===== src/rtl/mpu_grp_pkg.sv =====
package mpu_grp_pkg;

    typedef enum logic [1:0] {
        ACC_FETCH = 2'd0,
        ACC_READ  = 2'd1,
        ACC_WRITE = 2'd2,
        ACC_NONE  = 2'd3
    } acc_kind_e;

    typedef struct packed {
        logic exec;
        logic rd;
        logic wr;
    } perm_t;

    localparam int unsigned CTRL_EN_BIT   = 0;
    localparam int unsigned CTRL_TYPE_BIT = 1;
    localparam int unsigned CTRL_PERM_LSB = 2;
    localparam int unsigned PERM_BITS     = 3;

endpackage


===== src/rtl/mpu_cfg_regs.sv =====
module mpu_cfg_regs
    import mpu_grp_pkg::*;
#(
    parameter int unsigned ADDR_W     = 32,
    parameter int unsigned NUM_RANGES = 2,
    parameter int unsigned IDX_W      = 3
) (
    input  logic                                  clk,
    input  logic                                  rst,
    input  logic                                  we_i,
    input  logic [IDX_W-1:0]                      idx_i,
    input  logic [ADDR_W-1:0]                     wdata_i,
    output logic [2*NUM_RANGES-1:0][ADDR_W-1:0]   pt_o,
    output logic                                  en_o,
    output logic                                  opmode_o,
    output perm_t [NUM_RANGES-1:0]                perm_o,
    output logic                                  clr_o
);

    localparam int unsigned NUM_PTS = 2 * NUM_RANGES;
    localparam int unsigned PT_W    = $clog2(NUM_PTS);
    localparam logic [IDX_W-1:0] CTRL_IDX = IDX_W'(NUM_PTS);
    localparam logic [IDX_W-1:0] CLR_IDX  = IDX_W'(NUM_PTS + 1);

    typedef struct packed {
        logic [NUM_PTS-1:0][ADDR_W-1:0] pt;
        logic                           en;
        logic                           opm;
        perm_t [NUM_RANGES-1:0]         perm;
    } cfg_t;

    cfg_t cfg_d, cfg_q;

    always_comb begin
        cfg_d = cfg_q;
        if (rst) begin
            cfg_d = '0;
        end else if (we_i) begin
            if (idx_i < CTRL_IDX) begin
                cfg_d.pt[idx_i[PT_W-1:0]] = wdata_i;
            end else if (idx_i == CTRL_IDX) begin
                cfg_d.en  = wdata_i[CTRL_EN_BIT];
                cfg_d.opm = wdata_i[CTRL_TYPE_BIT];
                for (int r = 0; r < int'(NUM_RANGES); r++) begin
                    cfg_d.perm[r].exec = wdata_i[CTRL_PERM_LSB + PERM_BITS*r];
                    cfg_d.perm[r].rd   = wdata_i[CTRL_PERM_LSB + PERM_BITS*r + 1];
                    cfg_d.perm[r].wr   = wdata_i[CTRL_PERM_LSB + PERM_BITS*r + 2];
                end
            end
        end
    end

    always_ff @(posedge clk) begin
        cfg_q <= cfg_d;
    end

    assign pt_o     = cfg_q.pt;
    assign en_o     = cfg_q.en;
    assign opmode_o = cfg_q.opm;
    assign perm_o   = cfg_q.perm;
    assign clr_o    = we_i && (idx_i == CLR_IDX) && wdata_i[0];

endmodule


===== src/rtl/mpu_window_cmp.sv =====
module mpu_window_cmp #(
    parameter int unsigned ADDR_W = 32
) (
    input  logic [ADDR_W-1:0] lo_i,
    input  logic [ADDR_W-1:0] hi_i,
    input  logic [ADDR_W-1:0] addr_i,
    output logic              hit_o
);

    logic above_lo;
    logic below_hi;

    always_comb begin
        above_lo = (addr_i >= lo_i);
        below_hi = (addr_i <= hi_i);
        hit_o    = above_lo && below_hi;
    end

endmodule


===== src/rtl/mpu_viol_capture.sv =====
module mpu_viol_capture #(
    parameter int unsigned ADDR_W = 32
) (
    input  logic              clk,
    input  logic              rst,
    input  logic              viol_i,
    input  logic [ADDR_W-1:0] addr_i,
    input  logic              clr_i,
    output logic              flag_o,
    output logic [ADDR_W-1:0] addr_o
);

    typedef struct packed {
        logic              flag;
        logic [ADDR_W-1:0] addr;
    } cap_t;

    cap_t cap_d, cap_q;

    always_comb begin
        cap_d = cap_q;
        if (rst) begin
            cap_d = '0;
        end else if (viol_i && (!cap_q.flag || clr_i)) begin
            cap_d.flag = 1'b1;
            cap_d.addr = addr_i;
        end else if (clr_i) begin
            cap_d.flag = 1'b0;
        end
    end

    always_ff @(posedge clk) begin
        cap_q <= cap_d;
    end

    assign flag_o = cap_q.flag;
    assign addr_o = cap_q.addr;

endmodule


===== src/rtl/mpu_range_guard.sv =====
module mpu_range_guard
    import mpu_grp_pkg::*;
#(
    parameter int unsigned ADDR_W     = 32,
    parameter int unsigned NUM_RANGES = 2,
    parameter int unsigned IDX_W      = $clog2(2 * NUM_RANGES + 2)
) (
    input  logic              clk,
    input  logic              rst,
    input  logic              cfg_we,
    input  logic [IDX_W-1:0]  cfg_addr,
    input  logic [ADDR_W-1:0] cfg_wdata,
    input  logic              acc_valid,
    input  logic [ADDR_W-1:0] acc_addr,
    input  logic [1:0]        acc_kind,
    output logic              viol_flag,
    output logic [ADDR_W-1:0] viol_addr
);

    localparam int unsigned NUM_PTS = 2 * NUM_RANGES;

    logic [NUM_PTS-1:0][ADDR_W-1:0] pts;
    logic                           cfg_en;
    logic                           cfg_opm;
    perm_t [NUM_RANGES-1:0]         perms;
    logic                           clr_pulse;
    logic [NUM_RANGES-1:0]          hit;
    logic [NUM_RANGES-1:0]          grant;
    logic                           kind_ok;
    logic                           viol_now;

    mpu_cfg_regs #(
        .ADDR_W    (ADDR_W),
        .NUM_RANGES(NUM_RANGES),
        .IDX_W     (IDX_W)
    ) u_cfg (
        .clk     (clk),
        .rst     (rst),
        .we_i    (cfg_we),
        .idx_i   (cfg_addr),
        .wdata_i (cfg_wdata),
        .pt_o    (pts),
        .en_o    (cfg_en),
        .opmode_o(cfg_opm),
        .perm_o  (perms),
        .clr_o   (clr_pulse)
    );

    for (genvar g = 0; g < NUM_RANGES; g++) begin : g_win
        mpu_window_cmp #(.ADDR_W(ADDR_W)) u_win (
            .lo_i  (pts[2*g]),
            .hi_i  (pts[2*g+1]),
            .addr_i(acc_addr),
            .hit_o (hit[g])
        );
    end

    always_comb begin
        if (cfg_opm) begin
            kind_ok = (acc_kind == ACC_READ) || (acc_kind == ACC_WRITE);
        end else begin
            kind_ok = (acc_kind == ACC_FETCH);
        end
        for (int r = 0; r < int'(NUM_RANGES); r++) begin
            if (!cfg_opm) begin
                grant[r] = hit[r] && perms[r].exec;
            end else if (acc_kind == ACC_WRITE) begin
                grant[r] = hit[r] && perms[r].wr;
            end else begin
                grant[r] = hit[r] && perms[r].rd;
            end
        end
        viol_now = acc_valid && cfg_en && kind_ok && (|hit) && !(|grant);
    end

    mpu_viol_capture #(.ADDR_W(ADDR_W)) u_cap (
        .clk   (clk),
        .rst   (rst),
        .viol_i(viol_now),
        .addr_i(acc_addr),
        .clr_i (clr_pulse),
        .flag_o(viol_flag),
        .addr_o(viol_addr)
    );

endmodule


===== config.mk =====
export PLATFORM = sky130hd
export DESIGN_NAME = mpu_range_guard
export DESIGN_NICKNAME = d
export VERILOG_FILES = /design/src/rtl/mpu_grp_pkg.sv /design/src/rtl/mpu_cfg_regs.sv /design/src/rtl/mpu_window_cmp.sv /design/src/rtl/mpu_viol_capture.sv /design/src/rtl/mpu_range_guard.sv
export SDC_FILE = /design/constraint.sdc
export NUM_CORES = 1
export LEC_CHECK = 0
export BUFFER_PORTS_ARGS = -buffer_cell sky130_fd_sc_hd__buf_2
export CAP_MARGIN = 20
export CORE_UTILIZATION = 29
export CTS_BUF_LIST = sky130_fd_sc_hd__clkbuf_8
export CTS_CLUSTER_DIAMETER = 50
export DETAILED_ROUTE_END_ITERATION = 8
export GPL_ROUTABILITY_DRIVEN = 0
export GPL_TIMING_DRIVEN = 0
export PLACE_DENSITY = 0.46
export SYNTH_ARGS = -nofsm -noshare
export SYNTH_HDL_FRONTEND = slang
export SYNTH_SLANG_ARGS = --single-unit

===== constraint.sdc =====
create_clock -name clk -period 3.45 [get_ports clk]
set_clock_uncertainty 0.2 [all_clocks]
set_input_delay 0.345 -clock clk [delete_from_list [all_inputs] [get_ports clk]]
set_output_delay 0.345 -clock clk [all_outputs]
set_load 0.005 [all_outputs]

==> flow_summary.json <==
{
  "status": "finished, final reports clean",
  "vias_per_cell": 4.64,
  "overflow": 0,
  "cts_tree": "yes",
  "ys_warn_count": 0,
  "clkTransAtPathRegs_ns": 0.09,
  "ys_seq_area_frac": 0.357,
  "hpwl_mm": 22.2,
  "required_ns": 3.66,
  "numCtsBuffers": 17,
  "power_mw": 4.23,
  "io-pin-count": 106,
  "die_area_um2": 33400,
  "maxSlewViolCount": 0,
  "arrival_ns": 3.57,
  "switchingPower_mw": 1.15,
  "max_slew.worst_pin.slew_ns": 0.725,
  "grt_max_degree": 17,
  "worstSetupPathType": "input port to flip-flop",
  "endpoint_kind": "flip-flop",
  "place_inst": 1732,
  "num-fill-cells": 3390,
  "relSlewSlack": 0.517,
  "synthTopCellsByCount": "nand2_1 (290), a21oi_1 (175), dfxtp_1 (169)",
  "maxCapViolations": 0,
  "yosysMostFrequentCell": "nand2_1",
  "start_util": 0.297,
  "startpoint_type": "input port",
  "power_frac_comb": 0.146,
  "layout.nets": 1585,
  "grt_pass1_wl_mm": 45.8,
  "h-tree-depth": 4,
  "cts_sinks": 169,
  "synth-edff-count": 0,
  "ir_worst_vdd_v": 0.000229,
  "clkPwrFrac": 0.381,
  "cts-root-buf": "clkbuf_8",
  "core-area_um2": 31900,
  "port_buffers": 104,
  "drtPass1Iterations": 5,
  "cpPeakStageDelay_ns": 0.53,
  "synth_top_area_frac": 0.357,
  "hold_viol": 0,
  "p_seq_frac": 0.473,
  "crit_path_max_fanout": 8,
  "fin_ws_ns": 0.0926,
  "syn_area_um2": 9480,
  "crit_family": "compound AO/OA/AOI/OAI gates",
  "grt_pass1_vias": 7965,
  "fin_crit_sh": 0.973,
  "ant_nets": 0,
  "syn2layout_area_growth_pct": 25.0,
  "fmax_mhz": 298,
  "drcViolationCount": 0,
  "die_y_um": 183,
  "vias": 8488,
  "drive_gt1_frac": 0.123,
  "path_buf_inv": 4,
  "pre_cts_ws_ns": -0.579,
  "async_reset_ff_frac": 0,
  "synthDistinctLibCells": 50,
  "track_usage": 0.184,
  "synth_top_area_cell": "dfxtp_1",
  "drt_iter0_markers": 533,
  "synth-main-ff-cell": "dfxtp_1",
  "ys_seq_elements": 169,
  "cpMaxStageDelayCell": "dlygate4sd3_1",
  "layout.cells.non_filler": 1830,
  "swShare": 0.273,
  "hp-class": "input port to flip-flop",
  "post_drt_wl_per_cell_um": 16.7,
  "syn-num-nets": 1396,
  "syn_inst": 1193,
  "postRouteWirelength_mm": 30.5,
  "period_needed_ns": 3.36,
  "syn_area_per_cell_um2": 7.94,
  "p_int_mw": 3.07,
  "powerDensity_nw_per_um2": 357,
  "ys_top_cells_by_area": "dfxtp_1 (36%), ha_1 (17%), nand2_1 (11%)",
  "clk_latency_ns": 0.49,
  "cts_buffer_depth": 2,
  "p_leak_nw": 4.39,
  "die_w_um": 183,
  "setup-violations-final": 0,
  "crit_top_cell": "o21ai_1",
  "finalSetupTns_ns": 0,
  "antenna_found_initial": 1,
  "path_cells": "dlygate4sd3_1, buf_2, ha_1, a21oi_1, o21ai_1, a211o_1, a2111oi_4, a31oi_4, o21ai_1, nor4b_4, buf_6, clkbuf_16, mux2i_1",
  "rows": 65
}
sequential cells by signal (all words and copies together), names as in the netlist:
name            cells
u_cap.addr_o       32
u_cap.flag_o        1
u_cfg.en_o          1
u_cfg.opmode_o      1
u_cfg.perm_o        6
u_cfg.pt_o        128
path summary, 6_finish.rpt:
| kind | startpoint | to | slack (ns) | cells after the start |
|---|---|---|---|---|
| worst max register to register | u_cfg.pt_o[105] | u_cap.addr_o[18] | 0.12 | 12 |
| worst max-delay path | acc_addr[3] | u_cap.addr_o[18] | 0.09 | 13 |
| worst min-delay path | acc_addr[30] | u_cap.addr_o[30] | 0.03 | 3 |
| worst min register to register | u_cfg.pt_o[110] | u_cfg.pt_o[110] | 0.25 | 2 |
cells in the final DEF (no fill, tap or decap), types with 10 or more instances in the layout:
cell and instances:
nand2_1 289, a21oi_1 173, dfxtp_1 162, inv_1 136, ha_1 126, buf_2 104, nand2b_1 68, dlygate4sd3_1 60
clkbuf_1 50, mux2i_1 33, a21o_1 25, nand4_1 20, clkbuf_8 20, o21ai_0 13, nand3_1 10, nor2_1 10
per-layer routing:
metal  vias up  track usage  wire (um)
met4         0       0.0530        533
met5         -            0          0
met3        29       0.0286       1340
met2       179        0.309      14100
met1      3948        0.243      14600
li1       4332            -          -
worst min-delay path, stage by stage:
cell and delay [ns]:
buf_2 0.15, nand2b_1 0.08, mux2i_1 0.07
per-stage QoR:
stage | util | instance area (um^2) | hold slack (ns)
global route | 0.371 | 11800 | 0.00657
detailed placement | 0.331 | 10500 | 0.246
global placement | 0.331 | 10500 | 0.243
CTS | 0.363 | 11600 | 0.000308
finish | 0.371 | 11800 | 0.0319
floorplan | - | 9480 | 0.236
logic make-up after synthesis:
kind of cell    Yosys count  synth area share
mux                      35            0.0371
flops                   169             0.357
compound gates          249             0.151
simple gates            424             0.204
fa+ha+maj               130             0.172
buf+inv                 186            0.0796
cell type report:
type | count | area (um^2) | area share
timing repair buffer | 170 | 1220 | 0.103
tap | 435 | 544 | 0.0460
clock inverter | 11 | 155 | 0.0131
buffer | 54 | 259 | 0.0219
multi-input combinational | 838 | 5500 | 0.464
inverter | 132 | 495 | 0.0418
antenna | 1 | 2.50 | 0.000211
sequential | 169 | 3390 | 0.286
clock buffer | 20 | 275 | 0.0232
power groups by stage:
stage / registers [mW] / clock network (mW) / logic [mW]
2_1_floorplan: 2.04 / 0 / 0.308
3_5_place_dp: 2.04 / 0 / 0.543
4_1_cts: 2.00 / 1.65 / 0.600
6_report: 2.00 / 1.61 / 0.618
5_1_grt: 2.00 / 1.75 / 0.696
3_3_place_gp: 2.04 / 0 / 0.541
what timing repair did:
item / 4_1_cts / 5_1_grt
hold buffers: 58 / 2
gates resized for setup: 4 / 28
setup endpoints to repair: 33 / 33
pin swaps: 0 / 10
buffers inserted: 1 / 2
cloned: 0 / 3
endpoints found under the hold margin: 162 / 2
Note: power is estimated with default switching activity, not from simulation.
